$ cat src/rtl/sfl_pkg.sv
package sfl_pkg;

  typedef enum logic [2:0] {
    PH_OPC,
    PH_ADDR,
    PH_DUMMY,
    PH_WDATA,
    PH_OUT,
    PH_SKIP,
    PH_DONE
  } phase_t;

  typedef enum logic [1:0] {
    SRC_ARRAY,
    SRC_STATUS,
    SRC_ID,
    SRC_JEDEC
  } src_t;

  typedef struct packed {
    logic       is_read;
    logic       is_write;
    logic       has_addr;
    logic       has_dummy;
    logic [1:0] n_wdata;
    src_t       src;
  } cmd_attr_t;

  // Content of the stand-in array at a given index
  function automatic logic [7:0] fill_byte(input logic [7:0] idx);
    return (idx * 8'd37) ^ 8'hC3;
  endfunction

  // Opcode to per-command byte layout
  function automatic cmd_attr_t decode_op(input logic [7:0] op);
    cmd_attr_t a;
    a = '0;
    case (op)
      8'h03: begin a.is_read = 1'b1; a.has_addr = 1'b1; a.src = SRC_ARRAY; end
      8'h0B: begin a.is_read = 1'b1; a.has_addr = 1'b1; a.has_dummy = 1'b1; a.src = SRC_ARRAY; end
      8'h05: begin a.is_read = 1'b1; a.src = SRC_STATUS; end
      8'h90, 8'hAB: begin a.is_read = 1'b1; a.has_addr = 1'b1; a.src = SRC_ID; end
      8'h9F: begin a.is_read = 1'b1; a.src = SRC_JEDEC; end
      8'h02: begin a.is_write = 1'b1; a.has_addr = 1'b1; a.n_wdata = 2'd1; end
      8'hAD: begin a.is_write = 1'b1; a.has_addr = 1'b1; a.n_wdata = 2'd2; end
      8'h20, 8'h52, 8'hD8: begin a.is_write = 1'b1; a.has_addr = 1'b1; end
      8'h01: begin a.is_write = 1'b1; a.n_wdata = 2'd1; end
      8'h06, 8'h04, 8'h50, 8'h60, 8'hC7, 8'h70, 8'h80, 8'hAA: a.is_write = 1'b1;
      default: a = '0;
    endcase
    return a;
  endfunction

endpackage

$ cat src/rtl/sfl_in_sync.sv
module sfl_in_sync #(
  parameter int         W       = 3,
  parameter int         STAGES  = 2,
  parameter logic [W-1:0] RST_VAL = '0
) (
  input  logic         clk,
  input  logic         rst,
  input  logic [W-1:0] d,
  output logic [W-1:0] q,
  output logic [W-1:0] rise,
  output logic [W-1:0] fall
);

  logic [W-1:0] pipe [STAGES];
  logic [W-1:0] prev;

  always_ff @(posedge clk) begin
    if (rst) begin
      for (int i = 0; i < STAGES; i++) pipe[i] <= RST_VAL;
      prev <= RST_VAL;
    end else begin
      pipe[0] <= d;
      for (int i = 1; i < STAGES; i++) pipe[i] <= pipe[i-1];
      prev <= pipe[STAGES-1];
    end
  end

  assign q    = pipe[STAGES-1];
  assign rise = q & ~prev;
  assign fall = ~q & prev;

endmodule

$ cat src/rtl/sfl_array.sv
module sfl_array #(
  parameter int AW = 8,
  parameter int DW = 8
) (
  input  logic          clk,
  input  logic [AW-1:0] raddr,
  output logic [DW-1:0] rdata
);

  localparam int DEPTH = 1 << AW;

  logic [DW-1:0] mem [DEPTH];

  initial begin
    for (int i = 0; i < DEPTH; i++) mem[i] = DW'(sfl_pkg::fill_byte(8'(i)));
  end

  always_ff @(posedge clk) rdata <= mem[raddr];

endmodule

$ cat src/rtl/sfl_cmd_engine.sv
module sfl_cmd_engine
  import sfl_pkg::*;
#(
  parameter int         AW      = 8,
  parameter logic [7:0] MFR_ID  = 8'hBF,
  parameter logic [7:0] DEV_ID  = 8'h05,
  parameter logic [7:0] TYPE_ID = 8'h25
) (
  input  logic          clk,
  input  logic          rst,
  input  logic          csn_q,
  input  logic          cs_rise,
  input  logic          cs_fall,
  input  logic          sck_rise,
  input  logic          sck_fall,
  input  logic          si_q,
  input  logic [7:0]    status_in,
  input  logic [7:0]    arr_q,
  output logic [AW-1:0] arr_addr,
  output logic          so,
  output logic          so_oe,
  output logic          req_valid,
  output logic [7:0]    req_op,
  output logic [23:0]   req_addr,
  output logic [15:0]   req_data
);

  localparam logic [AW-1:0] A_ONE = AW'(1);

  phase_t     phase;
  cmd_attr_t  attr;
  cmd_attr_t  dec;
  logic [6:0] rx_sh;
  logic [7:0] rx_byte;
  logic [2:0] bcnt;
  logic [1:0] nbytes;
  logic [7:0] op;
  logic [23:0] addr24;
  logic [23:0] full_addr;
  logic [15:0] wdata;
  logic [AW-1:0] rd_addr;
  logic [2:0] obit;
  logic [7:0] tx_sh;
  logic [7:0] out_byte;
  logic       id_flip;
  logic [1:0] jidx;
  logic       rx_active;

  assign rx_byte   = {rx_sh, si_q};
  assign full_addr = {addr24[15:0], rx_byte};
  assign dec       = decode_op(rx_byte);
  assign arr_addr  = rd_addr;
  assign rx_active = (phase == PH_OPC) || (phase == PH_ADDR) ||
                     (phase == PH_DUMMY) || (phase == PH_WDATA);

  always_comb begin
    case (attr.src)
      SRC_ARRAY:  out_byte = arr_q;
      SRC_STATUS: out_byte = status_in;
      SRC_ID:     out_byte = id_flip ? DEV_ID : MFR_ID;
      default: begin
        case (jidx)
          2'd0:    out_byte = MFR_ID;
          2'd1:    out_byte = TYPE_ID;
          default: out_byte = DEV_ID;
        endcase
      end
    endcase
  end

  always_ff @(posedge clk) begin
    if (rst) begin
      phase     <= PH_OPC;
      attr      <= '0;
      rx_sh     <= '0;
      bcnt      <= '0;
      nbytes    <= '0;
      op        <= '0;
      addr24    <= '0;
      wdata     <= '0;
      rd_addr   <= '0;
      obit      <= '0;
      tx_sh     <= '0;
      so        <= 1'b0;
      so_oe     <= 1'b0;
      id_flip   <= 1'b0;
      jidx      <= '0;
      req_valid <= 1'b0;
      req_op    <= '0;
      req_addr  <= '0;
      req_data  <= '0;
    end else begin
      req_valid <= 1'b0;
      if (cs_rise) begin
        if (phase == PH_DONE && attr.is_write) begin
          req_valid <= 1'b1;
          req_op    <= op;
          req_addr  <= addr24;
          req_data  <= wdata;
        end
        phase <= PH_OPC;
        bcnt  <= '0;
        obit  <= '0;
        so_oe <= 1'b0;
      end else if (cs_fall) begin
        phase <= PH_OPC;
        bcnt  <= '0;
        obit  <= '0;
        so_oe <= 1'b0;
      end else if (!csn_q) begin
        // input side: one bit per rising SCK
        if (sck_rise && rx_active) begin
          rx_sh <= rx_byte[6:0];
          bcnt  <= bcnt + 3'd1;
          if (bcnt == 3'd7) begin
            case (phase)
              PH_OPC: begin
                op     <= rx_byte;
                attr   <= dec;
                nbytes <= '0;
                addr24 <= '0;
                wdata  <= '0;
                jidx   <= '0;
                obit   <= '0;
                if (!dec.is_read && !dec.is_write) phase <= PH_SKIP;
                else if (dec.has_addr)             phase <= PH_ADDR;
                else if (dec.n_wdata != 2'd0)      phase <= PH_WDATA;
                else if (dec.is_read)              phase <= PH_OUT;
                else                               phase <= PH_DONE;
              end
              PH_ADDR: begin
                addr24 <= full_addr;
                nbytes <= nbytes + 2'd1;
                if (nbytes == 2'd2) begin
                  nbytes  <= '0;
                  rd_addr <= full_addr[AW-1:0];
                  id_flip <= rx_byte[0];
                  if (attr.has_dummy)            phase <= PH_DUMMY;
                  else if (attr.n_wdata != 2'd0) phase <= PH_WDATA;
                  else if (attr.is_read)         phase <= PH_OUT;
                  else                           phase <= PH_DONE;
                end
              end
              PH_DUMMY: phase <= PH_OUT;
              PH_WDATA: begin
                if (nbytes == 2'd0) wdata[7:0]  <= rx_byte;
                else                wdata[15:8] <= rx_byte;
                nbytes <= nbytes + 2'd1;
                if (nbytes + 2'd1 == attr.n_wdata) phase <= PH_DONE;
              end
              default: phase <= phase;
            endcase
          end
        end
        // output side: one bit per falling SCK
        if (sck_fall && phase == PH_OUT) begin
          obit <= obit + 3'd1;
          if (obit == 3'd0) begin
            so    <= out_byte[7];
            tx_sh <= {out_byte[6:0], 1'b0};
            so_oe <= 1'b1;
            case (attr.src)
              SRC_ARRAY: rd_addr <= rd_addr + A_ONE;
              SRC_ID:    id_flip <= ~id_flip;
              SRC_JEDEC: jidx    <= (jidx == 2'd2) ? 2'd0 : jidx + 2'd1;
              default:   jidx    <= jidx;
            endcase
          end else begin
            so    <= tx_sh[7];
            tx_sh <= {tx_sh[6:0], 1'b0};
          end
        end
      end
    end
  end

endmodule

$ cat src/rtl/sfl_cmd_slave.sv
module sfl_cmd_slave #(
  parameter int         AW          = 8,
  parameter int         SYNC_STAGES = 2,
  parameter logic [7:0] MFR_ID      = 8'hBF,
  parameter logic [7:0] DEV_ID      = 8'h05,
  parameter logic [7:0] TYPE_ID     = 8'h25
) (
  input  logic        clk,
  input  logic        rst,
  input  logic        spi_sck,
  input  logic        spi_csn,
  input  logic        spi_si,
  input  logic [7:0]  status_in,
  output logic        spi_so,
  output logic        spi_so_oe,
  output logic        wreq_valid,
  output logic [7:0]  wreq_opcode,
  output logic [23:0] wreq_addr,
  output logic [15:0] wreq_data
);

  // bit order of the synchronized bundle
  localparam int B_CSN = 2;
  localparam int B_SCK = 1;
  localparam int B_SI  = 0;

  logic [2:0] sync_q, sync_rise, sync_fall;
  logic       csn_q, cs_rise, cs_fall, sck_rise, sck_fall, si_q;
  logic [AW-1:0] arr_addr;
  logic [7:0]    arr_q;
  logic          unused_sync;

  sfl_in_sync #(
    .W      (3),
    .STAGES (SYNC_STAGES),
    .RST_VAL(3'b100)
  ) u_sync (
    .clk (clk),
    .rst (rst),
    .d   ({spi_csn, spi_sck, spi_si}),
    .q   (sync_q),
    .rise(sync_rise),
    .fall(sync_fall)
  );

  assign csn_q    = sync_q[B_CSN];
  assign cs_rise  = sync_rise[B_CSN];
  assign cs_fall  = sync_fall[B_CSN];
  assign sck_rise = sync_rise[B_SCK];
  assign sck_fall = sync_fall[B_SCK];
  assign si_q     = sync_q[B_SI];
  assign unused_sync = ^{sync_q[B_SCK], sync_rise[B_SI], sync_fall[B_SI]};

  sfl_array #(
    .AW(AW),
    .DW(8)
  ) u_array (
    .clk  (clk),
    .raddr(arr_addr),
    .rdata(arr_q)
  );

  sfl_cmd_engine #(
    .AW     (AW),
    .MFR_ID (MFR_ID),
    .DEV_ID (DEV_ID),
    .TYPE_ID(TYPE_ID)
  ) u_engine (
    .clk      (clk),
    .rst      (rst),
    .csn_q    (csn_q),
    .cs_rise  (cs_rise),
    .cs_fall  (cs_fall),
    .sck_rise (sck_rise),
    .sck_fall (sck_fall),
    .si_q     (si_q),
    .status_in(status_in),
    .arr_q    (arr_q),
    .arr_addr (arr_addr),
    .so       (spi_so),
    .so_oe    (spi_so_oe),
    .req_valid(wreq_valid),
    .req_op   (wreq_opcode),
    .req_addr (wreq_addr),
    .req_data (wreq_data)
  );

endmodule

$ cat config.mk
export PLATFORM = sky130hd
export DESIGN_NAME = sfl_cmd_slave
export DESIGN_NICKNAME = d
export VERILOG_FILES = /design/src/rtl/sfl_pkg.sv /design/src/rtl/sfl_in_sync.sv /design/src/rtl/sfl_array.sv /design/src/rtl/sfl_cmd_engine.sv /design/src/rtl/sfl_cmd_slave.sv
export SDC_FILE = /design/constraint.sdc
export NUM_CORES = 1
export LEC_CHECK = 0
export BUFFER_PORTS_ARGS = -buffer_cell sky130_fd_sc_hd__buf_2
export CAP_MARGIN = 20
export CORE_ASPECT_RATIO = 2
export CORE_MARGIN = 2
export CORE_UTILIZATION = 45
export CTS_CLUSTER_DIAMETER = 100
export DETAILED_ROUTE_END_ITERATION = 10
export GPL_ROUTABILITY_DRIVEN = 0
export PLACE_DENSITY_LB_ADDON = 0.3
export SYNTH_ARGS = -nofsm -noshare
export SYNTH_HDL_FRONTEND = slang
export SYNTH_SLANG_ARGS = --single-unit
$ cat constraint.sdc
create_clock -name clk -period 5 [get_ports clk]
set_input_delay 0 -clock clk [delete_from_list [all_inputs] [get_ports clk]]
set_output_delay 0 -clock clk [all_outputs]
set_load 0.01 [all_outputs]
Word level (Yosys, flattened, before mapping)
Memory sizes are Yosys's and may differ from the RTL's. A register that Yosys moved wholly into a read port is not among the register bits.
Cells that the tools add are included.

word-level totals
  flip-flop bits (word level) = 146
  RAM bits = 6
  bits in read-only memories = 2048
  output and inout port bits = 51
  memories kept = 2

memories
  memory       words  width  read ports  clocked after Yosys merged registers in  write ports  RTL line           RTL
  u_array.mem  256    8      1           1                                        0            sfl_array.sv:12    logic [DW-1:0] mem [DEPTH];
  u_sync.pipe  2      3      2           0                                        2            sfl_in_sync.sv:14  logic [W-1:0] pipe [STAGES];

operators by class
  $add $sub $neg = 5
  eq/ne operators = 38
  muxes and demuxes = 58
  bitwise logic cells = 10
  reduce and logical (&&, ||, !) cells = 45

operators by type and width
  kind                   count
  $mux W8                11
  $eq A8 B8 Y1 const B   8
  $pmux W24 S2           1
  $mux W3                13
  $eq A8 B7 Y1 const B   4
  $pmux W16 S2           1
  $eq A8 B3 Y1 const B   3
  $pmux W8 S3            1
  $reduce_and A6 Y1      4
  $mux W2                9
  $eq A8 B2 Y1 const B   2
  $mux W1                16
  $pmux W8 S2            1
  $reduce_and A4 Y1      4
  $reduce_and A7 Y1      2
  $reduce_bool A2 Y1     7
  $reduce_or A14 Y1      1
  $pmux W2 S3            2
  $pmux W3 S4            1
  $eq A3 B3 Y1 const B   3
  $reduce_or A9 Y1       1
  $add A8 B1 Y8 const B  1
  $eq A2 B2 Y1 const B   4
  $eq A8 B1 Y1 const B   1
  27 further kinds       55

Longest topological paths before layout
  depth in word-level cells = 9
  gate-level depth with buffers = 9
  mapped depth without buffers = 8

By module
Synthesis repeated with hierarchy kept, for this count alone.

unflattened totals
  cell total of the unflattened synthesis = 962
  area total of the unflattened synthesis = 7835.0 µm²

modules (own cells, without submodules)
  module          instances  cells each  area an instance (µm²)  seq. area each (µm²)
  sfl_cmd_engine  1          772         6232.2                  2842.7
  sfl_array       1          163         1306.3                  160.2
  sfl_in_sync     1          27          296.5                   180.2

Worst setup path after synthesis
OpenSTA, ideal clock, no wires.

  kind = register to register
  from = register u_engine.nbytes[0]
  to = register u_engine.phase[0]
  data arrival time = 1974 ps
  required time = 4881 ps
  path slack = 2907 ps
  stages on the path, launching flop included = 8
  buffers on the path = 0
  period minus slack after synthesis = 2093 ps
  path through = dfxtp_1 -> inv_1 -> ha_1 -> xor2_1 -> o21ai_1 -> o2111ai_2 -> or4_1 -> o221a_1

on the way
  cells in the longest elaborated chain, start to end = 4
  elaborated cells on any way between the ends = 6

RTL lines
  what                           RTL line               RTL
  from (decl)                    sfl_cmd_engine.sv:36   logic [1:0] nbytes;
  from (signal assigned)         sfl_cmd_engine.sv:133  nbytes <= nbytes + 2'd1;
  from (signal assigned)         sfl_cmd_engine.sv:148  nbytes <= nbytes + 2'd1;
  $add A2 B1 Y2                  sfl_cmd_engine.sv:149  if (nbytes + 2'd1 == attr.n_wdata) phase <= PH_DONE;
  $eq A2 B2 Y1                   sfl_cmd_engine.sv:149
  $ne A2 B2 Y1 (no line)         n/a
  $reduce_and A6 Y1 (no line) *  n/a
  to (signal assigned)           sfl_cmd_engine.sv:151  default: phase <= phase;
  to (decl)                      sfl_cmd_engine.sv:30   phase_t phase;

Every way passes the cells marked *; elsewhere a longest branch is shown, timed or not.
A chain may end at the register's enable or synchronous reset.

==> metrics.md <==
| Metric | Value |
|---|---|
| Worst hold path type | in2reg |
| CP required | between 5 and 6 ns |
| Routed Wire Length | between 15000 and 20000 um |
| Crit Path Max Fanout | 24 |
| Highest-delay cell along the critical path | nand2b_1 |
| Final Cell Area | 0.00860 mm^2 |
| GRT Total Usage | 0.220 |
| Avg Inst Size Synth | ~8.1 um^2 |
| R2R depth | 6 |
| Initial antenna violation count | 0 |
| Asr flop ratio synth | 0 |
| Footprint of the multi-input gates | 0.00410 mm^2 |
| DP Area | around 0.008 mm^2 |
| Clock-pin slew on the worst setup and hold paths | about 0.06 ns |
| Grt ovf | 0 |
| Fraction of layout cells with a size suffix above 1 | 0.128 |
| Largest net degree at the start of global routing | 94 |
| Buffers on Ports | 63 |
| Syn Nets | 979 |
| Tmin final | 2.80 ns |
| Worst-skew pair later-pin latency | around 0.42 ns |
| Longest Clk Path Bufs | 2 |
| Worst setup path class | reg2reg |
| RSZ-0062 raised after global routing | no |
| Root buf cell | clkbuf_16 |
| Seq cells post-synth | 158 |
| Main synth FF type | dfxtp_1 |
| DP Worst Slack | 2.30 ns |
| Gate Count Post-Synth | 945 |
| Initial drt markers | 355 |
| Core Area | 0.0168 mm^2 |
| Hold path depth | 5 |
| DP HPWL | 13400 um |
| Initial Utilization | 0.458 |
| # DRC | 0 |
| Slew margin rel. | 0.326 |
| Routed length per instance | 16.5 um |
| Worst path max stage delay | about 0.69 ns |
| Die footprint | 0.0182 mm^2 |
| Post-route clock period utilization | 0.561 |
| I/O pin count | 64 |
| First-pass GRT wire length | 31500 um |
| Yosys warns | 0 |
| Pins Over Slew Limit | 0 |
| H-tree depth | 4 |
| Vias in the first global route | 6407 |
| CTS buffer count | 17 |
| Total of max-cap violations | 0 |
| Hold Fails Final Rpt | 0 |
| # rows | 67 |
| Cts repair resizes | 0 |
| Post-synth EDFFs | 0 |
| Most common cell after layout, fill and taps aside | dfxtp_1 |
| Final-report setup violation count | 0 |
| Vias per inst | 5.71 |
| DRT Pass-1 Iters | 5 |
| CTS sink cnt | around 160 |
| Power per cell area | ~300 mW/mm^2 |
| Most frequent cells in the layout | 158 x dfxtp_1, 147 x nand2_1, 103 x nor2_1, 97 x a21oi_1, 62 x buf_2 |
| Via count | 6735 |
| WP data arrival | between 3 and 4 ns |
| Setup TNS | 0 ns |
| Nets | slightly below 1000 |
| FF/Latch Area | 0.00316 mm^2 |
| DRT antenna net count | 0 |
| Area Growth Syn to Fin | 12.1% |
| Die height | 189 um |
| Antenna diodes | 0 |
| Fmax | ~0.36 GHz |
| Worst Setup Start Kind | register |
| Status | finished clean |
| Worst vdd ir | between 0.2 and 0.25 mV |
| Synth Cell Area | 0.00767 mm^2 |
| Slew @ Worst Pin | 1.01 ns |
| Fin worst setup slack | 2.20 ns |
| CTS tree | built |
| Seq/Total Area, Yosys | 0.412 |
| Synth cell types | between 70 and 80 |
| Filler instances | 1664 |
| Worst Setup End Kind | register |
| Leakage | 3.09 nW |
| Chip Width | 96.3 um |
| Clock Skew | between 0.003 and 0.004 ns |
| CP Cell Sequence | inv_1, ha_1, nand3b_1, nand2b_1, a22oi_1, nor2_1 |
## area by class of cell
class,instances,area share
well taps,207,0.0301
inverters,22,0.00961
clock inverters,13,0.0150
multi-input cells,686,0.477
flip-flops and latches,158,0.368
repair buffers,74,0.0479
clock buffers,19,0.0527
## flip-flops by register name, indices dropped and copies added (netlist names), 3 cells and up
signal / count
u_engine.attr: 7
u_engine.rx_sh: 7
u_engine.arr_addr: 8
u_engine.tx_sh: 7
u_engine.obit: 3
u_engine.req_op: 8
u_engine.bcnt: 3
u_engine.phase: 3
u_engine.req_data: 16
u_engine.op: 8
u_array.rdata: 8
u_engine.req_addr: 24
u_engine.addr24: 24
u_engine.wdata: 16
u_sync.pipe: 6
## logic make-up (layout without fill, tap and decap cells)
group,after synthesis,after routing,synth area share
flip-flops,158,158,0.412
buffers and inverters,101,128,0.0535
multiplexers,46,46,0.0621
adder cells (fa/ha/maj),21,21,0.0343
XOR/XNOR,8,8,0.00913
AND/OR/NAND/NOR,387,387,0.239
AO/OA/AOI/OAI,224,224,0.189
## report_power, final
part	total, mW	switching, mW	internal (mW)
clock network	1.26	0.543	0.720
registers	1.27	0.00396	1.26
logic	0.0405	0.0285	0.0120
## cell usage after synthesis, types with 6 or more instances
| cell type | n | area (um^2) |
|---|---|---|
| dfxtp_1 | 158 | 3160 |
| a211oi_1 | 13 | 97.6 |
| nand3_1 | 16 | 80.1 |
| nor2_1 | 103 | 387 |
| nand2_1 | 147 | 552 |
| a22oi_1 | 26 | 195 |
| buf_2 | 10 | 50.1 |
| o22ai_1 | 7 | 43.8 |
| a21oi_1 | 97 | 485 |
| clkbuf_1 | 62 | 233 |
| ha_1 | 21 | 263 |
| nor3_1 | 22 | 110 |
| o211ai_1 | 16 | 120 |
| mux2i_1 | 42 | 420 |
| nand4_1 | 8 | 50.1 |
| nand2b_1 | 12 | 75.1 |
| o21ai_0 | 17 | 85.1 |
| nor3b_1 | 6 | 45.0 |
| and2_1 | 11 | 68.8 |
| or2_2 | 7 | 43.8 |
| inv_1 | 21 | 78.8 |
| a311oi_1 | 6 | 52.6 |
| or3_1 | 8 | 50.1 |
| nor2b_1 | 15 | 93.8 |
## final timing paths
kind / from / to / slack, ns
setup / recovery: u_sync.pipe[0][5] / u_engine.addr24[18] / 2.20
hold / removal: status_in[2] / u_engine.tx_sh[3] / 0.05
setup reg to reg: u_sync.pipe[0][5] / u_engine.addr24[18] / 2.20
hold reg to reg: u_sync.pipe[0][2] / u_sync.pipe[0][5] / 0.42
## per-layer routing
metal,share of wire,GRT usage
met4,0.032,0.113
met1,0.38,0.229
met3,0.022,0.0264
met2,0.57,0.413
met5,0,0
## per-stage QoR
step / cells / util / total power, mW / hold WS [ns]
2_1_floorplan: 945 / - / 1.32 / 0.104
3_3_place_gp: 1143 / 0.476 / 1.33 / 0.200
3_5_place_dp: 1143 / 0.476 / 1.33 / 0.204
4_1_cts: 1178 / 0.512 / 2.59 / 0.0366
5_1_grt: 1179 / 0.513 / 2.65 / 0.0839
6_report: 1179 / 0.513 / 2.57 / 0.0459
## worst max-delay path, delay by kind of cell (launching register included)
family	cells	cell delay, ns
flops	1	0.41
buf+inv	1	0.17
fa+ha+maj	1	0.61
simple gates	3	1.09
compound gates	1	0.36
## timing repair
item                      in CTS  in global routing
setup buffers                  0                  0
hold endpoints to repair       3                  0
hold buffers                   3                  0
Power figures use the tool's default switching activity.
